[src/rtl/ptw_pkg.sv]
package ptw_pkg;
  localparam int DESC_W = 64;
  localparam int PA_W   = 48;
  localparam int OFF_W  = 6;
  localparam int WID_W  = 4;
  localparam int IDX_W  = 16;

  typedef enum logic [1:0] {
    FLT_NONE    = 2'd0,
    FLT_INVALID = 2'd1,
    FLT_DEPTH   = 2'd2,
    FLT_WRITE   = 2'd3
  } fault_e;

  typedef enum logic [1:0] {
    ST_IDLE = 2'd0,
    ST_REQ  = 2'd1,
    ST_WAIT = 2'd2
  } walk_st_e;

  typedef struct packed {
    logic [PA_W-1:0]  val;
    logic [1:0]       rsv;
    logic [WID_W-1:0] wid;
    logic [OFF_W-1:0] off;
    logic             rewrite;
    logic             clr_wp;
    logic             last;
    logic             valid;
  } desc_t;
endpackage

[src/rtl/ptw_index.sv]
module ptw_index
  import ptw_pkg::*;
#(
  parameter int AW = 48
) (
  input  logic [AW-1:0]    addr_i,
  input  logic [OFF_W-1:0] off_i,
  input  logic [WID_W-1:0] wid_i,
  input  logic [PA_W-1:0]  table_i,
  output logic [PA_W-1:0]  rd_addr_o
);
  logic [IDX_W-1:0] mask;
  logic [IDX_W-1:0] idx;

  assign mask      = (IDX_W'(1) << wid_i) - IDX_W'(1);
  assign idx       = IDX_W'(addr_i >> off_i) & mask;
  assign rd_addr_o = table_i + PA_W'({idx, 3'b000});
endmodule

[src/rtl/ptw_step.sv]
module ptw_step
  import ptw_pkg::*;
#(
  parameter int AW        = 48,
  parameter int MAX_STEPS = 6,
  parameter int STEP_W    = 3
) (
  input  logic [DESC_W-1:0] desc_i,
  input  logic [AW-1:0]     addr_i,
  input  logic [PA_W-1:0]   table_i,
  input  logic              wp_i,
  input  logic              write_i,
  input  logic [STEP_W-1:0] step_i,
  output logic [AW-1:0]     nxt_addr_o,
  output logic [PA_W-1:0]   nxt_table_o,
  output logic              nxt_wp_o,
  output logic [OFF_W-1:0]  nxt_off_o,
  output logic [WID_W-1:0]  nxt_wid_o,
  output logic              finish_o,
  output fault_e            code_o
);
  desc_t         d;
  logic [63:0]   low_mask;
  logic [AW-1:0] fmask;
  logic [AW-1:0] fval;
  logic          good;
  logic          at_cap;

  assign d        = desc_t'(desc_i);
  assign low_mask = (64'd1 << d.wid) - 64'd1;
  assign fmask    = AW'(low_mask << d.off);
  assign fval     = AW'((64'(d.val) & low_mask) << d.off);
  assign good     = d.valid && (d.rsv == 2'b00);
  assign at_cap   = (step_i == STEP_W'(MAX_STEPS - 1));

  assign nxt_addr_o  = d.rewrite ? ((addr_i & ~fmask) | fval) : addr_i;
  assign nxt_table_o = d.rewrite ? table_i : d.val;
  assign nxt_wp_o    = wp_i & ~d.clr_wp;
  assign nxt_off_o   = d.off;
  assign nxt_wid_o   = d.wid;

  always_comb begin
    finish_o = 1'b1;
    code_o   = FLT_NONE;
    if (!good)       code_o = FLT_INVALID;
    else if (d.last) code_o = (write_i && !nxt_wp_o) ? FLT_WRITE : FLT_NONE;
    else if (at_cap) code_o = FLT_DEPTH;
    else             finish_o = 1'b0;
  end
endmodule

[src/rtl/ptw_walker.sv]
module ptw_walker
  import ptw_pkg::*;
#(
  parameter int AW        = 48,
  parameter int MAX_STEPS = 6,
  localparam int STEP_W   = (MAX_STEPS > 1) ? $clog2(MAX_STEPS) : 1
) (
  input  logic              clk_i,
  input  logic              rst_ni,
  input  logic              req_valid_i,
  output logic              req_ready_o,
  input  logic [AW-1:0]     req_vaddr_i,
  input  logic              req_write_i,
  input  logic [47:0]       root_table_i,
  input  logic [5:0]        root_off_i,
  input  logic [3:0]        root_width_i,
  output logic              mem_req_valid_o,
  input  logic              mem_req_ready_i,
  output logic [47:0]       mem_req_addr_o,
  input  logic              mem_rsp_valid_i,
  input  logic [63:0]       mem_rsp_data_i,
  output logic              done_o,
  output logic              fault_o,
  output logic [1:0]        fault_code_o,
  output logic [STEP_W-1:0] fault_step_o,
  output logic [47:0]       paddr_o
);
  walk_st_e          state_q;
  logic [AW-1:0]     addr_q;
  logic [PA_W-1:0]   table_q;
  logic              wp_q, wr_q;
  logic [STEP_W-1:0] step_q;
  logic [OFF_W-1:0]  off_q;
  logic [WID_W-1:0]  wid_q;
  logic              done_q, fault_q;
  fault_e            code_q;
  logic [STEP_W-1:0] fstep_q;
  logic [PA_W-1:0]   paddr_q;

  logic [AW-1:0]     nxt_addr;
  logic [PA_W-1:0]   nxt_table;
  logic              nxt_wp;
  logic [OFF_W-1:0]  nxt_off;
  logic [WID_W-1:0]  nxt_wid;
  logic              finish;
  fault_e            code;

  ptw_index #(.AW(AW)) u_index (
    .addr_i    (addr_q),
    .off_i     (off_q),
    .wid_i     (wid_q),
    .table_i   (table_q),
    .rd_addr_o (mem_req_addr_o)
  );

  ptw_step #(.AW(AW), .MAX_STEPS(MAX_STEPS), .STEP_W(STEP_W)) u_step (
    .desc_i      (mem_rsp_data_i),
    .addr_i      (addr_q),
    .table_i     (table_q),
    .wp_i        (wp_q),
    .write_i     (wr_q),
    .step_i      (step_q),
    .nxt_addr_o  (nxt_addr),
    .nxt_table_o (nxt_table),
    .nxt_wp_o    (nxt_wp),
    .nxt_off_o   (nxt_off),
    .nxt_wid_o   (nxt_wid),
    .finish_o    (finish),
    .code_o      (code)
  );

  always_ff @(posedge clk_i or negedge rst_ni) begin
    if (!rst_ni) begin
      state_q <= ST_IDLE;
      addr_q  <= '0;
      table_q <= '0;
      wp_q    <= 1'b0;
      wr_q    <= 1'b0;
      step_q  <= '0;
      off_q   <= '0;
      wid_q   <= '0;
      done_q  <= 1'b0;
      fault_q <= 1'b0;
      code_q  <= FLT_NONE;
      fstep_q <= '0;
      paddr_q <= '0;
    end else begin
      done_q <= 1'b0;
      unique case (state_q)
        ST_IDLE: if (req_valid_i) begin
          addr_q  <= req_vaddr_i;
          table_q <= root_table_i;
          wp_q    <= 1'b1;
          wr_q    <= req_write_i;
          step_q  <= '0;
          off_q   <= root_off_i;
          wid_q   <= root_width_i;
          state_q <= ST_REQ;
        end
        ST_REQ: if (mem_req_ready_i) state_q <= ST_WAIT;
        ST_WAIT: if (mem_rsp_valid_i) begin
          if (finish) begin
            state_q <= ST_IDLE;
            done_q  <= 1'b1;
            fault_q <= (code != FLT_NONE);
            code_q  <= code;
            fstep_q <= step_q;
            paddr_q <= (code == FLT_NONE) ? nxt_table : '0;
          end else begin
            addr_q  <= nxt_addr;
            table_q <= nxt_table;
            wp_q    <= nxt_wp;
            off_q   <= nxt_off;
            wid_q   <= nxt_wid;
            step_q  <= step_q + STEP_W'(1);
            state_q <= ST_REQ;
          end
        end
        default: state_q <= ST_IDLE;
      endcase
    end
  end

  assign req_ready_o     = (state_q == ST_IDLE);
  assign mem_req_valid_o = (state_q == ST_REQ);
  assign done_o          = done_q;
  assign fault_o         = fault_q;
  assign fault_code_o    = code_q;
  assign fault_step_o    = fstep_q;
  assign paddr_o         = paddr_q;

  a_r9_hold_req: assert property (@(posedge clk_i) disable iff (!rst_ni)
    mem_req_valid_o && !mem_req_ready_i |=> mem_req_valid_o && $stable(mem_req_addr_o));
  a_r10_ready_only_idle: assert property (@(posedge clk_i) disable iff (!rst_ni)
    req_ready_o |-> !mem_req_valid_o);
  a_r11_done_pulse: assert property (@(posedge clk_i) disable iff (!rst_ni)
    done_o |=> !done_o);
  a_r11_result_hold: assert property (@(posedge clk_i) disable iff (!rst_ni)
    !done_o |=> done_o || ($stable(paddr_o) && $stable(fault_code_o) && $stable(fault_step_o)));
  a_r6_wp_no_regain: assert property (@(posedge clk_i) disable iff (!rst_ni)
    $rose(wp_q) |-> $past(req_valid_i && req_ready_o));
  a_r8_step_bound: assert property (@(posedge clk_i) disable iff (!rst_ni)
    step_q <= STEP_W'(MAX_STEPS - 1));
  a_r5_ok_needs_last: assert property (@(posedge clk_i) disable iff (!rst_ni)
    $rose(done_o) && !fault_o |-> $past(mem_rsp_data_i[1] && mem_rsp_data_i[0]));
  a_r7_invalid_source: assert property (@(posedge clk_i) disable iff (!rst_ni)
    $rose(done_o) && fault_code_o == 2'd1 |->
      $past(!mem_rsp_data_i[0] || mem_rsp_data_i[15:14] != 2'b00));
endmodule

[config.mk]
export PLATFORM = sky130hd
export DESIGN_NAME = ptw_walker
export DESIGN_NICKNAME = d
export VERILOG_FILES = /design/src/rtl/ptw_pkg.sv /design/src/rtl/ptw_index.sv /design/src/rtl/ptw_step.sv /design/src/rtl/ptw_walker.sv
export SDC_FILE = /design/constraint.sdc
export NUM_CORES = 1
export LEC_CHECK = 0
export CORE_MARGIN = 3
export CORE_UTILIZATION = 50
export DETAILED_ROUTE_END_ITERATION = 8
export PLACE_DENSITY = 0.83
export SLEW_MARGIN = 0
export SYNTH_ARGS = -nofsm -noshare
export SYNTH_HDL_FRONTEND = slang
export SYNTH_SLANG_ARGS = --single-unit
[constraint.sdc]
create_clock -name clk_i -period 8.9 [get_ports clk_i]
set_input_delay 0.89 -clock clk_i [delete_from_list [all_inputs] [get_ports clk_i]]
set_output_delay 0.89 -clock clk_i [all_outputs]
set_load 0.01 [all_outputs]
== Yosys cells after proc, flatten, opt, wreduce, memory -nomap -nowiden ==
Index checks and enable logic that the tools add are counted.
Operators by class
  bitwise logic cells: 7
  shift-type cells: 5
  mux-type cells: 42
  divide/modulo/power cells: 0
  magnitude comparators: 0
  add/sub/neg operators: 4
  equal/unequal tests: 8
  reductions and logical operators: 13
  multipliers: 0
Operators with widths (count)
  48-bit 2-to-1 mux: 9
  48-bit case mux with 2 select lines: 2
  64-bit by 6-bit << shifter with 48-bit output: 2
  48-bit by 64-bit AND with 64-bit output: 1
  1-bit by 4-bit << shifter with 64-bit output (first input constant): 1
  64-bit by 1-bit subtractor with 64-bit output (second input constant): 1
  48-bit by 19-bit adder with 48-bit output: 1
  48-bit AND: 1
  48-bit inverter: 1
  48-bit OR: 1
  48-bit by 6-bit >> shifter with 16-bit output: 1
  6-bit 2-to-1 mux: 3
  16-bit AND: 1
  1-bit by 4-bit << shifter with 16-bit output (first input constant): 1
  16-bit by 2-bit subtractor with 16-bit output (second input constant): 1
  2-bit 2-to-1 mux: 7
  4-bit 2-to-1 mux: 3
  6-bit case mux with 2 select lines: 1
  1-bit 2-to-1 mux: 10
  3-bit 2-to-1 mux: 3
  2-bit inequality test (second input constant): 4
  4-bit case mux with 2 select lines: 1
  2-bit logical NOT: 3
  2-bit case mux with 3 select lines: 1
  16 further kinds: 19
Word-level totals
  memory bits (read-only): 0
  RAM bits: 0
  register bits: 168
  memories kept: 0
  bits in latches: 0

== Longest topological paths before layout ==
Gate-level depths: netlist of run 1.
  word-level depth: 10
  depth in mapped cells: 23
  gate-level depth less buffers: 19

== Hierarchy ==
Synthesis of run 1 repeated with hierarchy kept, for this count alone.
Second synthesis, totals
  cells, all modules: 2104
  area total of the unflattened synthesis: 17573.1 sq um
Modules (own cells, without submodules)
  ptw_walker: seq. area each 4204.0 sq um, cells an instance 636, area an instance 7272.0 sq um, times used 1
  ptw_step: seq. area each 0.0 sq um, cells an instance 982, area an instance 6379.9 sq um, times used 1
  ptw_index: seq. area each 0.0 sq um, cells an instance 486, area an instance 3921.3 sq um, times used 1

== Worst setup path after synthesis of run 1 ==
Ideal clock, no wire load.
  path type: reg-to-output
  start: register off_q[0]
  end: output port mem_req_addr_o[43]
  required time: 8.010 ns
  data arrival time: 4.173 ns
  slack: 3.837 ns
  path buffers: 2
  cell stages (with the launch flop): 22
  cell sequence: dfrtp_1 -> buf_2 -> inv_2 -> buf_1 -> mux2i_1 -> nand2_1 -> o211ai_1 -> o31a_1 -> mux2i_1 -> o22ai_1 -> and2_1 -> ha_1 -> inv_1 -> fa_1 -> nor2b_1 -> o21ai_0 -> a21boi_0 -> o21ai_0 -> a21oi_1 -> o21ai_1 -> a2111oi_0 -> xor2_1
On the way
  cells in the longest elaborated chain, start to end: 3
RTL lines
  start: declaration: RTL line ptw_walker.sv:33  | logic [OFF_W-1:0] off_q;
  start signal: assignment: RTL line ptw_walker.sv:96  | off_q <= root_off_i;
  start signal: assignment: RTL line ptw_walker.sv:113  | off_q <= nxt_off;
  48-bit by 6-bit >> shifter with 16-bit output: RTL line ptw_index.sv:16  | assign idx = IDX_W'(addr_i >> off_i) & mask;
  16-bit AND: RTL line ptw_index.sv:16
  48-bit by 19-bit adder with 48-bit output: RTL line ptw_index.sv:17  | assign rd_addr_o = table_i + PA_W'({idx, 3'b000});
  end: declaration: RTL line ptw_walker.sv:19  | output logic [47:0] mem_req_addr_o,
No other way between the ends.

== Worst setup path in the final report of run 1 ==
  start: register off_q[2]
  end: output port mem_req_addr_o[42]
Same word-level chain as after synthesis.

==> results of run 1 <==
-- power by group through the flow --
stage	Sequential (mW)	Combinational, mW	Clock [mW]
floorplan	1.37	2.69	0
global placement	1.60	4.17	0
detailed placement	1.62	4.23	0
CTS	1.60	4.26	0.793
global route	1.67	4.66	0.822
finish	1.65	4.37	0.792
-- final timing paths --
kind	slack, ps	to	from	cells past startpoint
max	1470	mem_req_addr_o[42]	off_q[2]	16
min	330	off_q[2]	rst_ni	1
max reg2reg	5520	paddr_o[43]	state_q[1]	9
min reg2reg	480	paddr_o[3]	paddr_o[3]	2
max in group asynchronous	6450	paddr_o[37]	rst_ni	3
min in group clk_i	480	paddr_o[3]	paddr_o[3]	2
-- placed cells by master, fill, tap and decap left out, types with 10 or more instances in the layout --
| master | instances |
|---|---|
| or3_1 | 10 |
| clkdlybuf4s50_1 | 274 |
| nor2_1 | 204 |
| a211o_1 | 14 |
| inv_1 | 37 |
| nor2b_1 | 14 |
| xor2_1 | 26 |
| a31oi_1 | 47 |
| nand2b_1 | 18 |
| and2_1 | 21 |
| nand3_1 | 64 |
| mux2i_1 | 107 |
| a32oi_1 | 11 |
| nor3_1 | 38 |
| a21o_1 | 19 |
| o211ai_1 | 43 |
| nand2_1 | 304 |
| o2111ai_1 | 13 |
| nand4_1 | 18 |
| and3_1 | 20 |
| dfrtp_1 | 167 |
| mux4_2 | 33 |
| clkbuf_16 | 17 |
| o21ai_0 | 178 |
| a211oi_1 | 35 |
| a21oi_1 | 169 |
| o21a_1 | 15 |
| mux2_2 | 29 |
| xnor2_1 | 20 |
| ha_1 | 22 |
| o22ai_1 | 66 |
| o31ai_1 | 19 |
| buf_4 | 38 |
-- kinds of logic after synthesis --
kind of cell	synth area share [%]
xor gates and xnor gates	2.45
adders and majority gates	1.80
and+or+nand+nor	21.4
DFF	25.6
other	0.0228
buffers and inverters	5.94
AOI/OAI and AO/OA	29.7
muxes	13.1
-- per-layer routing --
metal  wire length, um  vias to the layer above
met5                11                        -
met4              4640                        2
met3             11200                      324
met2             33600                     1596
met1             30000                     9472
li1                  -                     8361
-- per-stage QoR --
step           area [um^2]  setup WS [ps]
6_report             19900           1470
2_1_floorplan        16400           3840
5_1_grt              19900           1270
3_5_place_dp         19300           2280
3_3_place_gp         19300           2480
4_1_cts              19900           1760
-- worst max-delay path, delay by kind of cell, from the launching register on --
family	cells	cell delay, ps
compound gates	8	1890
simple gates	4	1500
buf+inv	2	1130
flops	1	1110
fa+ha+maj	1	250
xor+xnor	1	190
-- cell type report --
class / count / area (um^2) / area share, %
clock inverter: 14 / 159 / 0.798
tap: 435 / 544 / 2.73
inverter: 45 / 169 / 0.848
timing repair buffer: 316 / 3050 / 15.3
sequential: 168 / 4210 / 21.1
antenna: 1 / 2.50 / 0.0126
multi-input combinational: 1765 / 11300 / 56.9
clock buffer: 18 / 439 / 2.21
-- flip-flops by register name, indices dropped and copies added, names as in the netlist --
signal / count
state_q: 2
fault_step_o: 3
addr_q: 48
fault_o: 1
paddr_o: 48
table_q: 48
wid_q: 4
step_q: 3
wp_q: 1
wr_q: 1
done_o: 1
off_q: 6
fault_code_o: 2
==> flow_metrics.tcl, run 1 <==
set metrics [dict create \
    synth_top_cell_by_area "dfrtp_1" \
    via_per_inst 7.15 \
    fp.dieH_um 187 \
    postCtsHoldBufs 0 \
    antenna_found_initial 2 \
    combPwrFrac_pct 64.2 \
    root_buffer "clkbuf_16" \
    met2_usage_pct 64.2 \
    max_freq_mhz 135 \
    finalNetCount 2512 \
    yosysMostFrequentCell "nand2_1" \
    cts_tree "yes" \
    swShare_pct 49.5 \
    setup_viol 0 \
    fin_crit_sh_pct 83.4 \
    area_growth_pct 21.1 \
    netlist_top_cells_area "dfrtp_1 26%, nand2_1 6.9%, mux2i_1 6.5%" \
    grt_pass1_wl_um 118000 \
    initial_utilization_pct 51.4 \
    grt_max_degree 73 \
    clkSinkCount 168 \
    utilization_pct 62.3 \
    clk_latency_ps 460 \
    die_area_mm2 0.0351 \
    clkTransAtPathRegs_ps 70 \
    syn-num-nets 2369 \
    finClkSkew_ps 10.8 \
    yosys-top-cells-count "304 x nand2_1, 206 x nor2_1, 178 x o21ai_0, 172 x a21oi_1, 168 x dfrtp_1" \
    synthArstFlopShare_pct 100 \
    drt_wl_total_um 79500 \
    crit_path_cell_trace "inv_2 > a211oi_1 > a311oi_1 > a21oi_1 > nand2_1 > o211a_1 > nor3_1 > ha_1 > a21oi_1 > o21ai_0 > a31oi_1 > o21ai_0 > nand2_1 > nor4_1 > xor2_1 > clkdlybuf4s50_1" \
    seq_area_frac_synth_pct 25.6 \
    yosysTopAreaCellShare_pct 25.6 \
    drt-wirelength-per-cell_um 28.8 \
    portBuffers 280 \
    cp-start-kind "flip-flop" \
    hold_path.class "input port to async pin" \
    grtUsageMet3_pct 14.1 \
    post_cts_resized 0 \
    cts_setup_buffers 0 \
    drt_iter0_drc 3303 \
    rsz0062_at_grt "false" \
    p_leak_nw 7.91 \
    fin_crit_ps 7430 \
    total_power_mw 6.81 \
    cts_made_buffers 17 \
    cell_internal_pwr_mw 3.43 \
    dp_cells 2729 \
    grt_pass1_vias 18500 \
    critPathCaptureType "output pin" \
    worst_path_largest_cell_delay_ps 1110 \
    htree_levels 4 \
    tns_ps 0 \
    holdWs_ps 330 \
    crit_type "flip-flop to output pin" \
    synthFlopType "dfrtp_1" \
    max_slew_margin_pct 22.4 \
    grt_busiest_layer "met2" \
    die_w_um 187 \
    fin_cells 2762 \
    p_switching_mw 3.37 \
    met1_usage_pct 58.1 \
    hold_viol 0 \
    gr-total-overflow 0 \
    drive_above_1_share_pct 7.57 \
    status "finished with violations" \
    ant_nets 0 \
    synthDistinctLibCells 94 \
    routed-via-count 19800 \
    core_mm2 0.0320 \
    crit_required_ps 8010 \
    cts_buffer_depth 2 \
    crit_arrival_ps 6540 \
    synthesis.instances 2170 \
    worst_path_max_delay_cell "dfrtp_1" \
    clkPwrFrac_pct 11.6 \
    slew_viol_final 0 \
    grt_usage_pct 43.7 \
    avgSynthCellArea_um2 7.57 \
    ir_worst_vdd_mv 0.303 \
    fp-row-count 65 \
    violations "DRC" \
    ioPinCount 281 \
    p_per_area_mw_per_mm2 342 \
    num-fill-cells 2846 \
    synth_edf_count 0 \
    first_pass_iters 9 \
    ys_ff_latch 168 \
    tightest_slew_ps 1160 \
    drv_cap 0 \
    place_congestion 1.07 \
    dp_hpwl_um 58900 \
    cp_max_fo 35 \
    p_seq_share_pct 24.2 \
    synth_area_mm2 0.0164 \
    yosysWarnings 0 \
    drc_errors 2 \
]
No activity file was read; power rests on OpenSTA's default activity.
==> run 2, diff against run 1 <==
clock period = 7.2 ns   (was 8.9 ns; I/O delays follow)
==> flow_metrics.tcl, run 2 (same netlist as run 1, synthesis figures left out) <==
set metrics [dict create \
    status "completed" \
    fp-row-count 65 \
    worstReg2RegEnd "addr_q[24]" \
    finalNetCount 2521 \
    rsz0062_at_grt "false" \
    ir_worst_vdd_mv 0.369 \
    gr-total-overflow 0 \
    startpoint "off_q[1]" \
    antenna_found_initial 4 \
    clk_latency_ps 450 \
    postCtsHoldBufs 0 \
    drt_iter0_drc 3094 \
    cp-start-kind "flip-flop" \
    grt_pass1_wl_um 115000 \
    first_pass_iters 6 \
    via_per_inst 6.99 \
    post_cts_resized 0 \
    r2r_slack_ps 3560 \
    p_per_area_mw_per_mm2 419 \
    crit_arrival_ps 6170 \
    grt_max_degree 97 \
    max_slew_margin_pct 13.4 \
    crit_required_ps 6480 \
    max_freq_mhz 145 \
    drt_wl_total_um 77600 \
    initial_utilization_pct 51.4 \
    hold_path.class "input port to async pin" \
    crit_type "flip-flop to output pin" \
    grt_pass1_vias 18200 \
    routed-via-count 19400 \
    num-fill-cells 2839 \
    tns_ps 0 \
    reg2reg_depth 10 \
    drt-wirelength-per-cell_um 28.0 \
    slew_viol_final 0 \
    drv_cap 0 \
    area_growth_pct 21.3 \
    drive_above_1_share_pct 7.80 \
    p_leak_nw 7.93 \
    clkSinkCount 168 \
    dp_hpwl_um 58400 \
    final_common_cell "nand2_1" \
    final_cell_mix "304 x nand2_1, 274 x clkdlybuf4s50_1, 205 x nor2_1" \
    fp.dieH_um 187 \
    cts_buffer_depth 2 \
    r2r_start "step_q[0]" \
    place_congestion 1.07 \
    finClkSkew_ps 7.52 \
    drc_errors 0 \
    root_buffer "clkbuf_16" \
    core_mm2 0.0320 \
    cts_made_buffers 17 \
    utilization_pct 62.4 \
    clkTransAtPathRegs_ps 70 \
    ant_nets 0 \
    fin_crit_ps 6890 \
    die_area_mm2 0.0351 \
    htree_levels 4 \
    setup_viol 0 \
    die_w_um 187 \
    critPathCaptureType "output pin" \
    ioPinCount 281 \
    cp_max_fo 51 \
    fin_crit_sh_pct 95.7 \
    grt_usage_pct 42.6 \
    cts_setup_buffers 0 \
    portBuffers 280 \
    hold_viol 0 \
    tightest_slew_ps 1270 \
    cts_tree "yes" \
]
[run 2: where the power goes]
part / internal (mW) / total [mW] / switching, mW
Sequential: 1.34 / 2.02 / 0.674
Combinational: 2.40 / 5.41 / 3.02
Clock: 0.490 / 0.927 / 0.437
Total: 4.23 / 8.36 / 4.13
[run 2: cell type report]
class,instances,area [um^2],area share [%]
diodes,4,10.0,0.0502
flip-flops and latches,168,4210,21.1
clock inverters,12,116,0.584
clock buffers,19,443,2.22
multi-input cells,1765,11300,56.8
inverters,45,169,0.847
repair buffers,325,3120,15.6
well taps,435,544,2.73
[run 2: worst max-delay path: stages, from the launching register on]
cell	delay, ps
dfrtp_2	1110
mux4_2	410
mux2_2	170
nor2_1	40
a31oi_1	270
mux2i_1	120
o22ai_1	180
and2_1	150
ha_1	160
inv_1	60
fa_1	400
nor2b_1	130
o21ai_0	110
a21boi_0	250
o21ai_0	140
a21oi_1	290
o21ai_1	110
buf_4	210
a2111oi_0	580
xor2_1	220
clkdlybuf4s50_1	560
[run 2: how the worst max path moves through the flow]
| stage | to | slack [ps] | cells past startpoint |
|---|---|---|---|
| 5_1_grt | mem_req_addr_o[43] | 80 | 20 |
| 4_1_cts | mem_req_addr_o[43] | 380 | 20 |
| 3_3_place_gp | mem_req_addr_o[41] | 1090 | 20 |
| 3_5_place_dp | mem_req_addr_o[43] | 880 | 20 |
| 6_report | mem_req_addr_o[43] | 310 | 20 |
| 2_1_floorplan | mem_req_addr_o[43] | 2310 | 21 |
[run 2: per-layer routing]
| layer | wire (um) | global-route usage (%) |
|---|---|---|
| met5 | 13 | 0 |
| met4 | 4420 | 19.7 |
| met3 | 9930 | 12.1 |
| met2 | 33200 | 63.5 |
| met1 | 30000 | 57.2 |
[run 2: metrics by stage]
stage / area, um^2 / std cells / hold WS [ps] / power [mW] / worst slack, ps
2_1_floorplan: 16400 / 2170 / 424 / 5.02 / 2310
3_3_place_gp: 19400 / 2738 / 451 / 7.16 / 1090
3_5_place_dp: 19400 / 2738 / 469 / 7.26 / 884
4_1_cts: 19900 / 2769 / 416 / 8.21 / 382
5_1_grt: 19900 / 2772 / 459 / 8.81 / 77.1
6_report: 19900 / 2773 / 391 / 8.36 / 309
